## src/rtl/unlock_pkg.sv

```systemverilog
package unlock_pkg;

    typedef enum logic [1:0] {
        SEQ_IDLE  = 2'd0,
        SEQ_HAVE1 = 2'd1,
        SEQ_HAVE2 = 2'd2
    } seq_e;

    typedef enum logic [1:0] {
        ACT_NONE   = 2'd0,
        ACT_STORE  = 2'd1,
        ACT_ARM    = 2'd2,
        ACT_DISARM = 2'd3
    } act_e;

    typedef struct packed {
        logic strobe_prev;
    } samp_regs_t;

    typedef struct packed {
        seq_e st;
    } seq_regs_t;

    typedef struct packed {
        logic en;
        logic armed;
        logic auto_fire;
        logic store_req;
        logic alert_n;
    } save_regs_t;

endpackage

```

## src/rtl/cmd_strobe_sampler.sv

```systemverilog
module cmd_strobe_sampler
    import unlock_pkg::*;
(
    input  logic clk,
    input  logic rst_n,
    input  logic nv_en_n,
    input  logic chip_en_n,
    input  logic wr_en_n,
    output logic evt
);

    samp_regs_t r_q, r_d;
    logic       active;

    always_comb begin
        r_d             = r_q;
        active          = !nv_en_n && !chip_en_n && !wr_en_n;
        r_d.strobe_prev = active;
        evt             = active && !r_q.strobe_prev;
    end

    always_ff @(posedge clk or negedge rst_n) begin
        if (!rst_n) r_q <= '0;
        else        r_q <= r_d;
    end

    AST_EVT_SINGLE: assert property (@(posedge clk) disable iff (!rst_n)
        evt |=> !evt);

endmodule

```

## src/rtl/unlock_seq_fsm.sv

```systemverilog
module unlock_seq_fsm
    import unlock_pkg::*;
#(
    parameter int ADDR_W = 11,
    parameter int DATA_W = 8,
    parameter logic [ADDR_W-1:0] KEY_ADDR_A = 11'h555,
    parameter logic [ADDR_W-1:0] KEY_ADDR_B = 11'h2AA,
    parameter logic [DATA_W-1:0] KEY_DATA_A = 8'hAA,
    parameter logic [DATA_W-1:0] KEY_DATA_B = 8'h55,
    parameter logic [DATA_W-1:0] OP_STORE   = 8'h33,
    parameter logic [DATA_W-1:0] OP_ARM     = 8'hCC,
    parameter logic [DATA_W-1:0] OP_DISARM  = 8'hCD
) (
    input  logic              clk,
    input  logic              rst_n,
    input  logic              evt,
    input  logic [ADDR_W-1:0] addr,
    input  logic [DATA_W-1:0] data,
    input  logic              inhibit,
    input  logic              por,
    output act_e              act
);

    seq_regs_t r_q, r_d;
    logic      is_key1, is_key2, at_a;

    always_comb begin
        r_d     = r_q;
        act     = ACT_NONE;
        at_a    = (addr == KEY_ADDR_A);
        is_key1 = at_a && (data == KEY_DATA_A);
        is_key2 = (addr == KEY_ADDR_B) && (data == KEY_DATA_B);
        if (por) begin
            r_d.st = SEQ_IDLE;
        end else if (evt && !inhibit) begin
            unique case (r_q.st)
                SEQ_IDLE: begin
                    r_d.st = is_key1 ? SEQ_HAVE1 : SEQ_IDLE;
                end
                SEQ_HAVE1: begin
                    if (is_key2)      r_d.st = SEQ_HAVE2;
                    else if (is_key1) r_d.st = SEQ_HAVE1;
                    else              r_d.st = SEQ_IDLE;
                end
                SEQ_HAVE2: begin
                    r_d.st = is_key1 ? SEQ_HAVE1 : SEQ_IDLE;
                    if (at_a) begin
                        if (data == OP_STORE)       act = ACT_STORE;
                        else if (data == OP_ARM)    act = ACT_ARM;
                        else if (data == OP_DISARM) act = ACT_DISARM;
                    end
                end
                default: r_d.st = SEQ_IDLE;
            endcase
        end
    end

    always_ff @(posedge clk or negedge rst_n) begin
        if (!rst_n) r_q <= '{st: SEQ_IDLE};
        else        r_q <= r_d;
    end

    AST_IDLE_HOLDS: assert property (@(posedge clk) disable iff (!rst_n)
        (r_q.st == SEQ_IDLE && !evt) |=> (r_q.st == SEQ_IDLE));
    AST_INHIBIT_NO_ACT: assert property (@(posedge clk) disable iff (!rst_n)
        inhibit |-> (act == ACT_NONE));

endmodule

```

## src/rtl/autosave_ctl.sv

```systemverilog
module autosave_ctl
    import unlock_pkg::*;
(
    input  logic clk,
    input  logic rst_n,
    input  act_e act,
    input  logic supply_low,
    input  logic inhibit,
    input  logic por,
    output logic store_req,
    output logic alert_n
);

    save_regs_t r_q, r_d;
    logic       fire, sw_store;

    always_comb begin
        r_d      = r_q;
        fire     = r_q.en && supply_low && r_q.armed && !inhibit;
        sw_store = (act == ACT_STORE) && !inhibit;

        if (por)                     r_d.en = 1'b0;
        else if (act == ACT_ARM)     r_d.en = 1'b1;
        else if (act == ACT_DISARM)  r_d.en = 1'b0;

        if (fire)             r_d.armed = 1'b0;
        else if (!supply_low) r_d.armed = 1'b1;

        r_d.auto_fire = fire;
        r_d.store_req = fire || sw_store;
        r_d.alert_n   = !(r_q.en && supply_low);
    end

    always_ff @(posedge clk or negedge rst_n) begin
        if (!rst_n) r_q <= '{en: 1'b0, armed: 1'b1, auto_fire: 1'b0,
                             store_req: 1'b0, alert_n: 1'b1};
        else        r_q <= r_d;
    end

    assign store_req = r_q.store_req;
    assign alert_n   = r_q.alert_n;

    AST_NO_REFIRE: assert property (@(posedge clk) disable iff (!rst_n)
        (r_q.auto_fire && supply_low) |=> !r_q.auto_fire);
    AST_ALERT_NEEDS_EN: assert property (@(posedge clk) disable iff (!rst_n)
        !alert_n |-> $past(r_q.en));
    AST_INHIBIT_NO_STORE: assert property (@(posedge clk) disable iff (!rst_n)
        $past(inhibit) |-> !store_req);
    AST_POR_CLEARS_EN: assert property (@(posedge clk) disable iff (!rst_n)
        $past(por) |-> !r_q.en);

endmodule

```

## src/rtl/unlock_cmd_detector.sv

```systemverilog
module unlock_cmd_detector
    import unlock_pkg::*;
#(
    parameter int ADDR_W = 11,
    parameter int DATA_W = 8
) (
    input  logic              clk,
    input  logic              rst_n,
    input  logic              nv_en_n,
    input  logic              chip_en_n,
    input  logic              wr_en_n,
    input  logic [ADDR_W-1:0] addr,
    input  logic [DATA_W-1:0] data,
    input  logic              supply_low,
    input  logic              supply_inhibit,
    input  logic              por_flag,
    output logic              store_req,
    output logic              save_alert_n
);

    logic evt;
    act_e act;

    cmd_strobe_sampler u_sampler (
        .clk       (clk),
        .rst_n     (rst_n),
        .nv_en_n   (nv_en_n),
        .chip_en_n (chip_en_n),
        .wr_en_n   (wr_en_n),
        .evt       (evt)
    );

    unlock_seq_fsm #(
        .ADDR_W (ADDR_W),
        .DATA_W (DATA_W)
    ) u_seq (
        .clk     (clk),
        .rst_n   (rst_n),
        .evt     (evt),
        .addr    (addr),
        .data    (data),
        .inhibit (supply_inhibit),
        .por     (por_flag),
        .act     (act)
    );

    autosave_ctl u_save (
        .clk        (clk),
        .rst_n      (rst_n),
        .act        (act),
        .supply_low (supply_low),
        .inhibit    (supply_inhibit),
        .por        (por_flag),
        .store_req  (store_req),
        .alert_n    (save_alert_n)
    );

endmodule

```

## config.mk

```make
export PLATFORM = sky130hd
export DESIGN_NAME = unlock_cmd_detector
export DESIGN_NICKNAME = d
export VERILOG_FILES = /design/src/rtl/unlock_pkg.sv /design/src/rtl/cmd_strobe_sampler.sv /design/src/rtl/unlock_seq_fsm.sv /design/src/rtl/autosave_ctl.sv /design/src/rtl/unlock_cmd_detector.sv
export SDC_FILE = /design/constraint.sdc
export NUM_CORES = 1
export LEC_CHECK = 0
export BUFFER_PORTS_ARGS = -buffer_cell sky130_fd_sc_hd__buf_2
export CAP_MARGIN = 20
export CORE_AREA = 3 3 40 42
export CTS_BUF_LIST = sky130_fd_sc_hd__clkbuf_8
export CTS_CLUSTER_DIAMETER = 80
export DETAILED_ROUTE_END_ITERATION = 16
export DIE_AREA = 0 0 43 45
export GPL_ROUTABILITY_DRIVEN = 0
export PLACE_DENSITY = 0.74
export SYNTH_ARGS = -nofsm -noshare
export SYNTH_HDL_FRONTEND = slang
export SYNTH_SLANG_ARGS = --single-unit
export TNS_END_PERCENT = 30
```

## constraint.sdc

```tcl
create_clock -name clk -period 1.5 [get_ports clk]
set_input_delay 0.3 -clock clk [delete_from_list [all_inputs] [get_ports clk]]
set_output_delay 0.3 -clock clk [all_outputs]
set_load 0.005 [all_outputs]
```

# == After elaboration in Yosys (flattened, before gate mapping) ==
# Cells that the tools add are included.
# word_totals
regBits,7
inputBits,27
output_inout_bits,2
elab_cells,57
# op_classes
n_eq_ne,13
muxes,17
reduce_logical,21
# ops
cell,count
"8-bit equality test, second input constant",3
2-bit 2-to-1 mux,10
"11-bit by 10-bit equality test with 1-bit output, second input constant",1
"11-bit equality test, second input constant",1
1-bit logical AND,10
"8-bit by 6-bit equality test with 1-bit output, second input constant",1
"8-bit by 7-bit equality test with 1-bit output, second input constant",1
"2-bit equality test, second input constant",3
1-bit zero test,6
1-bit 2-to-1 mux,6
"2-bit by 1-bit equality test with 1-bit output, second input constant",2
2-bit case mux with 2 select lines,1
3-bit nonzero test,1
2-bit zero test,1
"2-bit by 1-bit inequality test with 1-bit output, second input constant",1
2-bit nonzero test,1
2-bit OR reduction,1
1-bit logical OR,1

# == Depth between registers and ports, before layout ==
# Gate-level depths: netlist (run 1).
# logic_depth
depth_word,12
depth_mapped,4

# == Hierarchy ==
# A second synthesis (run 1) with hierarchy kept.
# unflattened
cells_unflattened,47
hier_area_um2,483.0
# modules_own_cells
mod,n_inst,cells_per_inst,area_per_inst_um2
unlock_seq_fsm,1,32,285.3
autosave_ctl,1,12,155.1
cmd_strobe_sampler,1,3,42.5

# == Least setup slack after synthesis (run 1) ==
# Ideal clock, no wire load.
# synth_path
path_type,input to register
start,input port addr[3]
end,register u_save.r_q[4] in the netlist's numbering
setup_time_ps,127
arrival_time_ps,1231
t_required_ps,1373
setup_slack_ps,142
cell_stages,4
path_cell_list,nand4bb_1 nor4_2 nand4_1 mux2_1
# synth_between
elab_chain_cells,8
word_cells_on_any_way,10
classes_between,eq/ne: 3; mux: 6; reduce/logical: 1
# synth_rtl
element,line,rtl
"start, declared",unlock_cmd_detector.sv:12,"input logic [ADDR_W-1:0] addr,"
11-bit equality test (*),unlock_seq_fsm.sv:30,at_a = (addr == KEY_ADDR_A);
2-bit 2-to-1 mux (*),unlock_seq_fsm.sv:47,if (at_a) begin
2-bit 2-to-1 mux (*),unlock_seq_fsm.sv:36,unique case (r_q.st)
2-bit 2-to-1 mux (*),unlock_seq_fsm.sv:35,end else if (evt && !inhibit) begin
2-bit 2-to-1 mux (*),unlock_seq_fsm.sv:33,if (por) begin
2-bit equality test,autosave_ctl.sv:23,else if (act == ACT_ARM) r_d.en = 1'b1;
1-bit 2-to-1 mux,autosave_ctl.sv:23,
1-bit 2-to-1 mux,autosave_ctl.sv:22,if (por) r_d.en = 1'b0;
"end signal, assigned",autosave_ctl.sv:35,"if (!rst_n) r_q <= '{en: 1'b0, armed: 1'b1, auto_fire: 1'b0,"
"end signal, assigned",autosave_ctl.sv:37,else r_q <= r_d;
"end, declared",autosave_ctl.sv:14,"save_regs_t r_q, r_d;"
# Every way passes the cells marked *; elsewhere a longest branch is shown, timed or not.
# A chain may end at the register's enable or synchronous reset.

# == Worst setup path in the final report (run 1) ==
# layout_path
start,register u_sampler.r_q
end,register u_seq.r_q[1] in the netlist's numbering
# layout_between
elab_chain_cells,4
# layout_rtl
element,line,rtl
"start, declared",cmd_strobe_sampler.sv:12,"samp_regs_t r_q, r_d;"
"start signal, assigned",cmd_strobe_sampler.sv:24,else r_q <= r_d;
1-bit zero test,cmd_strobe_sampler.sv:19,evt = active && !r_q.strobe_prev;
1-bit logical AND,cmd_strobe_sampler.sv:19,
1-bit logical AND,unlock_seq_fsm.sv:35,
2-bit nonzero test (no line),n/a,
"end signal, assigned",unlock_seq_fsm.sv:59,if (!rst_n) r_q <= '{st: SEQ_IDLE};
"end signal, assigned",unlock_seq_fsm.sv:60,else r_q <= r_d;
"end, declared",unlock_seq_fsm.sv:24,"seq_regs_t r_q, r_d;"
# No other way between the ends.

==> impl_metrics.ini, run 1 <==
[outcome]
outcome = finished clean

[global_routing]
grt_usage = 0.138
grt_pass1_wl_mm = 1.94
antenna_found_initial = 0
grt_max_degree = 8
grt_overflow = 0
grt_pass1_vias = 492

[critical_path]
crit_fanout = 3
reg2reg_from = u_sampler.r_q
cp-end-kind = flop
startpoint_type = flop
crit_path_start = u_sampler.r_q
required_ns = 1.65
arrival_ns = 1.48
worstSetupPathType = reg -> reg

[min_path]
worstHoldStart = supply_low
hold_class = in -> reg

[sta]
setup_viol = 0
slew_viol_final = 0
period_minus_slack_ns = 1.33
grt_setup_unrepaired = no
max_freq_mhz = 753
final-hold-violation-count = 0
skew_ns = 0.00232
setup_tns_ns = 0
worst_pin_slew_ns = 0.306
period_share = 0.886
max_slew_margin = 0.794

[drt]
drc_errors = 0
dr.first_iter.drc_count = 2
drt.antenna.violating_nets = 0
routed-via-count = 492
dr.pass1.iters = 3
drt-vias-per-instance = 5.18
wire_per_inst_microns = 12.3
drt_wl_total_mm = 1.17

[clock_network]
htreeDepth = 1
cts.sinks = 7
clkLatencyLatePin_ns = 0.23
postCtsResizedCells = 0
clkTransAtPathRegs_ns = 0.04
clk_path_buf_depth = 2
cts_made_buffers = 3
cts_tree = built
clockRootBuffer = clkbuf_8

[place]
io_buffer_count = 28

[synth]
synthesis.area_sq_um = 467
synthCells = 47
async_flop_share = 1.00
yosysTopAreaCell = dfrtp_1
synth_flop_cell = dfrtp_1
yosys.area.top_type_share = 0.268
yosysUniqueCellTypes = 26
syn_nets = 74
yosysSeqAreaShare = 0.381
avgSynthCellArea_sq_um = 9.93
ys.warnings.count = 0
synthTopCellsByCount = 6 x nand2_1, 5 x dfrtp_1, 4 x nand4bb_1, 4 x nor2_1
synth_seq_cells = 7
synth_edf_count = 0
yosysMostFrequentCell = nand2_1
ys_top_cells_by_area = dfrtp_1 27%, dfstp_2 11%, nand4bb_1 9.7%

[pwr]
power_frac_seq = 0.370
power_frac_clock = 0.494
finalPower_mw = 0.520
p_int_mw = 0.408
powerDensity_nw_per_um2 = 764
vdd_drop_max_mv = 0.417
comb_power_share = 0.135
p_leak_nw = 0.318
p_switching_mw = 0.112
p_sw_frac = 0.216

[floorplan]
row_count = 13
die_h_microns = 45
ioPinCount = 29
die_area_sq_um = 1940
die_x_microns = 43
start_util = 0.363
coreArea_sq_um = 1280

[cells_and_area]
fillers = 110
area_growth_pct = 45.8
final_nets = 108
drive_gt1_frac = 0.438
antennaDiodeCount = 0

[flow_run]
drv_cap = 0
==> registers in the layout, indices dropped and copies added, names as in the netlist <==
name,count
u_sampler.r_q,1
u_save.alert_n,1
u_save.r_q,2
u_save.store_req,1
u_seq.r_q,2
==> placed cells by master, fill, tap and decap left out, drive strengths merged <==
master       count
buf             28
nand2            6
dfrtp            5
nand4bb          4
nor2             4
clkbuf           3
nor3             3
nand4            2
inv              2
and4bb           2
nand3b           2
a21oi            2
dfstp            2
o21ai            2
nand2b           1
nor4             1
and2             1
nor2b            1
nor4b            1
and3b            1
and3             1
or4b             1
and4b            1
mux2             1
o21bai           1
a2111oi          1
dlygate4sd3      1
==> power by group through the flow <==
stage / Sequential [mW] / Clock, mW / Combinational, mW
CTS: 0.193 / 0.265 / 0.0709
global route: 0.193 / 0.279 / 0.0782
global placement: 0.195 / 0 / 0.0664
detailed placement: 0.195 / 0 / 0.0689
floorplan: 0.195 / 0 / 0.0199
finish: 0.193 / 0.257 / 0.0705
==> cells by family after synthesis <==
logic type             share of synthesized area
AOI/OAI and AO/OA                         0.0804
buffers and inverters                    0.00804
DFF                                        0.381
muxes                                     0.0241
and+or+nand+nor                            0.507
==> cell type report <==
type | count | area, sq um | area share
Clock buffer | 3 | 41.3 | 0.0607
Clock inverter | 1 | 3.75 | 0.00551
Inverter | 1 | 3.75 | 0.00551
Multi-Input combinational cell | 39 | 285 | 0.419
Sequential cell | 7 | 178 | 0.261
Tap cell | 15 | 18.8 | 0.0276
Timing Repair Buffer | 29 | 150 | 0.221
==> metrics by stage <==
step                      utilization  hold WS [ns]  area [sq um]  setup slack, ns  std cells
final                           0.530         0.219           681            0.172         95
after global routing            0.530         0.232           681           0.0714         95
after CTS                       0.530         0.214           681            0.172         95
after detailed placement        0.487         0.141           626          -0.0375         90
after global placement          0.487         0.135           626          -0.0407         90
after floorplan                     -       0.00441           467            0.142         47
==> worst max-delay path, stage by stage, from the launching register on <==
cell     delay [ns]
dfrtp_1        0.35
nor2_1         0.14
and3_1         0.19
or4b_1         0.43
a21oi_1        0.15
==> path summary, 6_finish.rpt <==
check	end	slack, ns	cells after the start
max	u_seq.r_q[1]	0.17	4
min	u_save.r_q[3]	0.22	2
max reg2reg	u_seq.r_q[1]	0.17	4
min reg2reg	u_save.alert_n	0.42	1
max in group asynchronous	u_save.alert_n	0.83	2
min in group asynchronous	u_save.r_q[4]	0.44	2
==> layer usage <==
metal	wire length [microns]	vias to the layer above	GRT usage	share of wire
met2	602	12	0.222	0.51
met4	17	0	0.108	0.015
met3	41	2	0.0239	0.035
li1	-	250	-	-
met5	0	-	0	0
met1	509	228	0.163	0.43
==> timing repair <==
action / in CTS / in global routing
buffers inserted: 0 / 0
endpoints found under the hold margin: 5 / 0
hold buffers: 1 / 0
No activity file was read; power rests on OpenSTA's default activity.
==> inputs of run 2 (changes only) <==
--- a/config.mk
+++ b/config.mk
@@ -14,6 +14,7 @@
 export DIE_AREA = 0 0 43 45
 export GPL_ROUTABILITY_DRIVEN = 0
 export PLACE_DENSITY = 0.74
+export SKIP_CTS_REPAIR_TIMING = 1
 export SYNTH_ARGS = -nofsm -noshare
 export SYNTH_HDL_FRONTEND = slang
 export SYNTH_SLANG_ARGS = --single-unit
==> constraint.sdc (replaced) <==
create_clock -name clk -period 1.5 [get_ports clk]
set_input_delay 0 -clock clk [delete_from_list [all_inputs] [get_ports clk]]
set_output_delay 0 -clock clk [all_outputs]
set_load 0.005 [all_outputs]
==> impl_metrics.ini, run 2 (synthesis gave the netlist of run 1 again) <==
[cells_and_area]
area.sequential_sq_um = 178
finalNonFillerCells = 97
area_growth_pct = 50.1
fillers = 125
reg_top3 = u_save.r_q: 2 flops, u_seq.r_q: 2 flops
final_nets = 110
multi_input_comb_area_sq_um = 285
antennaDiodeCount = 0
drive_gt1_frac = 0.427
final_cell_mix = 28 x buf_2, 6 x nand2_1, 5 x dfrtp_1
final_common_cell = buf_2

[critical_path]
worst-path-buf-inv = 0
startpoint_type = flop
max_stage_delay_ns = 0.43
crit_slowest_cell = or4b_1
crit_fanout = 3
worstSetupPathType = reg -> reg
cp-end-kind = flop
required_ns = 1.65
path_delay_family = simple AND/OR/NAND/NOR gates
path_cells = nor2_1 -> and3_1 -> or4b_1 -> a21oi_1
r2r_slack_ns = 0.15
arrival_ns = 1.50

[floorplan]
row_count = 13
die_area_sq_um = 1940
die_h_microns = 45
ioPinCount = 29
coreArea_sq_um = 1280
start_util = 0.363
die_x_microns = 43

[pwr]
vdd_drop_max_mv = 0.552
p_leak_nw = 0.328
powerDensity_nw_per_um2 = 743

[global_routing]
use_met1 = 0.133
grt_pass1_vias = 513
grt_usage = 0.132
grt_overflow = 0
grtUsageMet3 = 0.0558
grt_pass1_wl_mm = 1.88
antenna_found_initial = 0
met2_usage = 0.219
busiest_layer = met2
grt_max_degree = 8

[clock_network]
cts_made_buffers = 3
htreeDepth = 1
clkLatencyLatePin_ns = 0.23
clockRootBuffer = clkbuf_8
clk_path_buf_depth = 2
cts.sinks = 7
cts_tree = built
clkTransAtPathRegs_ns = 0.04

[sta]
max_slew_margin = 0.763
final-hold-violation-count = 0
setup_tns_ns = 0
period_share = 0.901
skew_ns = 0.00494
slew_viol_final = 0
max_freq_mhz = 740
period_minus_slack_ns = 1.35
setup_viol = 0
grt_setup_unrepaired = no
worst_pin_slew_ns = 0.354

[place]
io_buffer_count = 28
dp_cells = 90
hpwl_microns = 987

[drt]
drt-vias-per-instance = 5.13
drc_errors = 0
routed-via-count = 498
wire_per_inst_microns = 11.6
drt_wl_total_mm = 1.13
drt.antenna.violating_nets = 0
dr.pass1.iters = 4
dr.first_iter.drc_count = 8

[outcome]
outcome = finished clean

[flow_run]
drv_cap = 0

[min_path]
hold_class = in -> reg
==> run 2: worst paths after layout <==
path | endpoint | cells past startpoint | start
max | u_seq.r_q[1] | 4 | u_sampler.r_q
min | u_seq.r_q[1] | 2 | por_flag
max reg2reg | u_seq.r_q[1] | 4 | u_sampler.r_q
min reg2reg | u_save.alert_n | 1 | u_save.r_q[4]
max in group asynchronous | u_save.r_q[3] | 2 | rst_n
min in group asynchronous | u_save.store_req | 2 | rst_n
==> run 2: cell type report <==
| type | count | share of cell area |
|---|---|---|
| inverter | 1 | 0.00536 |
| timing repair buffer | 31 | 0.243 |
| multi-input combinational | 39 | 0.407 |
| clock inverter | 1 | 0.00536 |
| sequential | 7 | 0.254 |
| clock buffer | 3 | 0.0589 |
| tap | 15 | 0.0268 |
==> run 2: routing by layer <==
| metal | up-vias | routed length (microns) |
|---|---|---|
| met3 | 2 | 76 |
| met5 | - | 0 |
| met2 | 16 | 569 |
| met1 | 229 | 462 |
| li1 | 251 | - |
| met4 | 0 | 17 |
==> run 2: power by group <==
part | leakage [nW] | total (mW) | internal [mW] | switching (mW)
logic | 0.211 | 0.0742 | 0.0425 | 0.0317
clock network | 0.0269 | 0.254 | 0.176 | 0.0774
registers | 0.0902 | 0.193 | 0.192 | 0.000823
total | 0.328 | 0.521 | 0.411 | 0.110
==> run 2: per-stage QoR <==
step / setup WS, ns / hold WS, ns / utilization / total power, mW / cell area (sq um)
after global placement: 0.230 / -0.166 / 0.487 / 0.261 / 626
after floorplan: 0.246 / -0.296 / - / 0.215 / 467
final: 0.148 / 0.00620 / 0.545 / 0.521 / 701
after CTS: 0.158 / -0.402 / 0.522 / 0.521 / 671
after global routing: 0.0319 / 0.0251 / 0.545 / 0.546 / 701
after detailed placement: 0.165 / -0.162 / 0.487 / 0.264 / 626
==> run 2: worst register-to-register path, delay by kind of cell (launching register included) <==
kind / cells / cell delay, ns
simple gates: 3 / 0.77
compound gates: 1 / 0.16
flops: 1 / 0.35
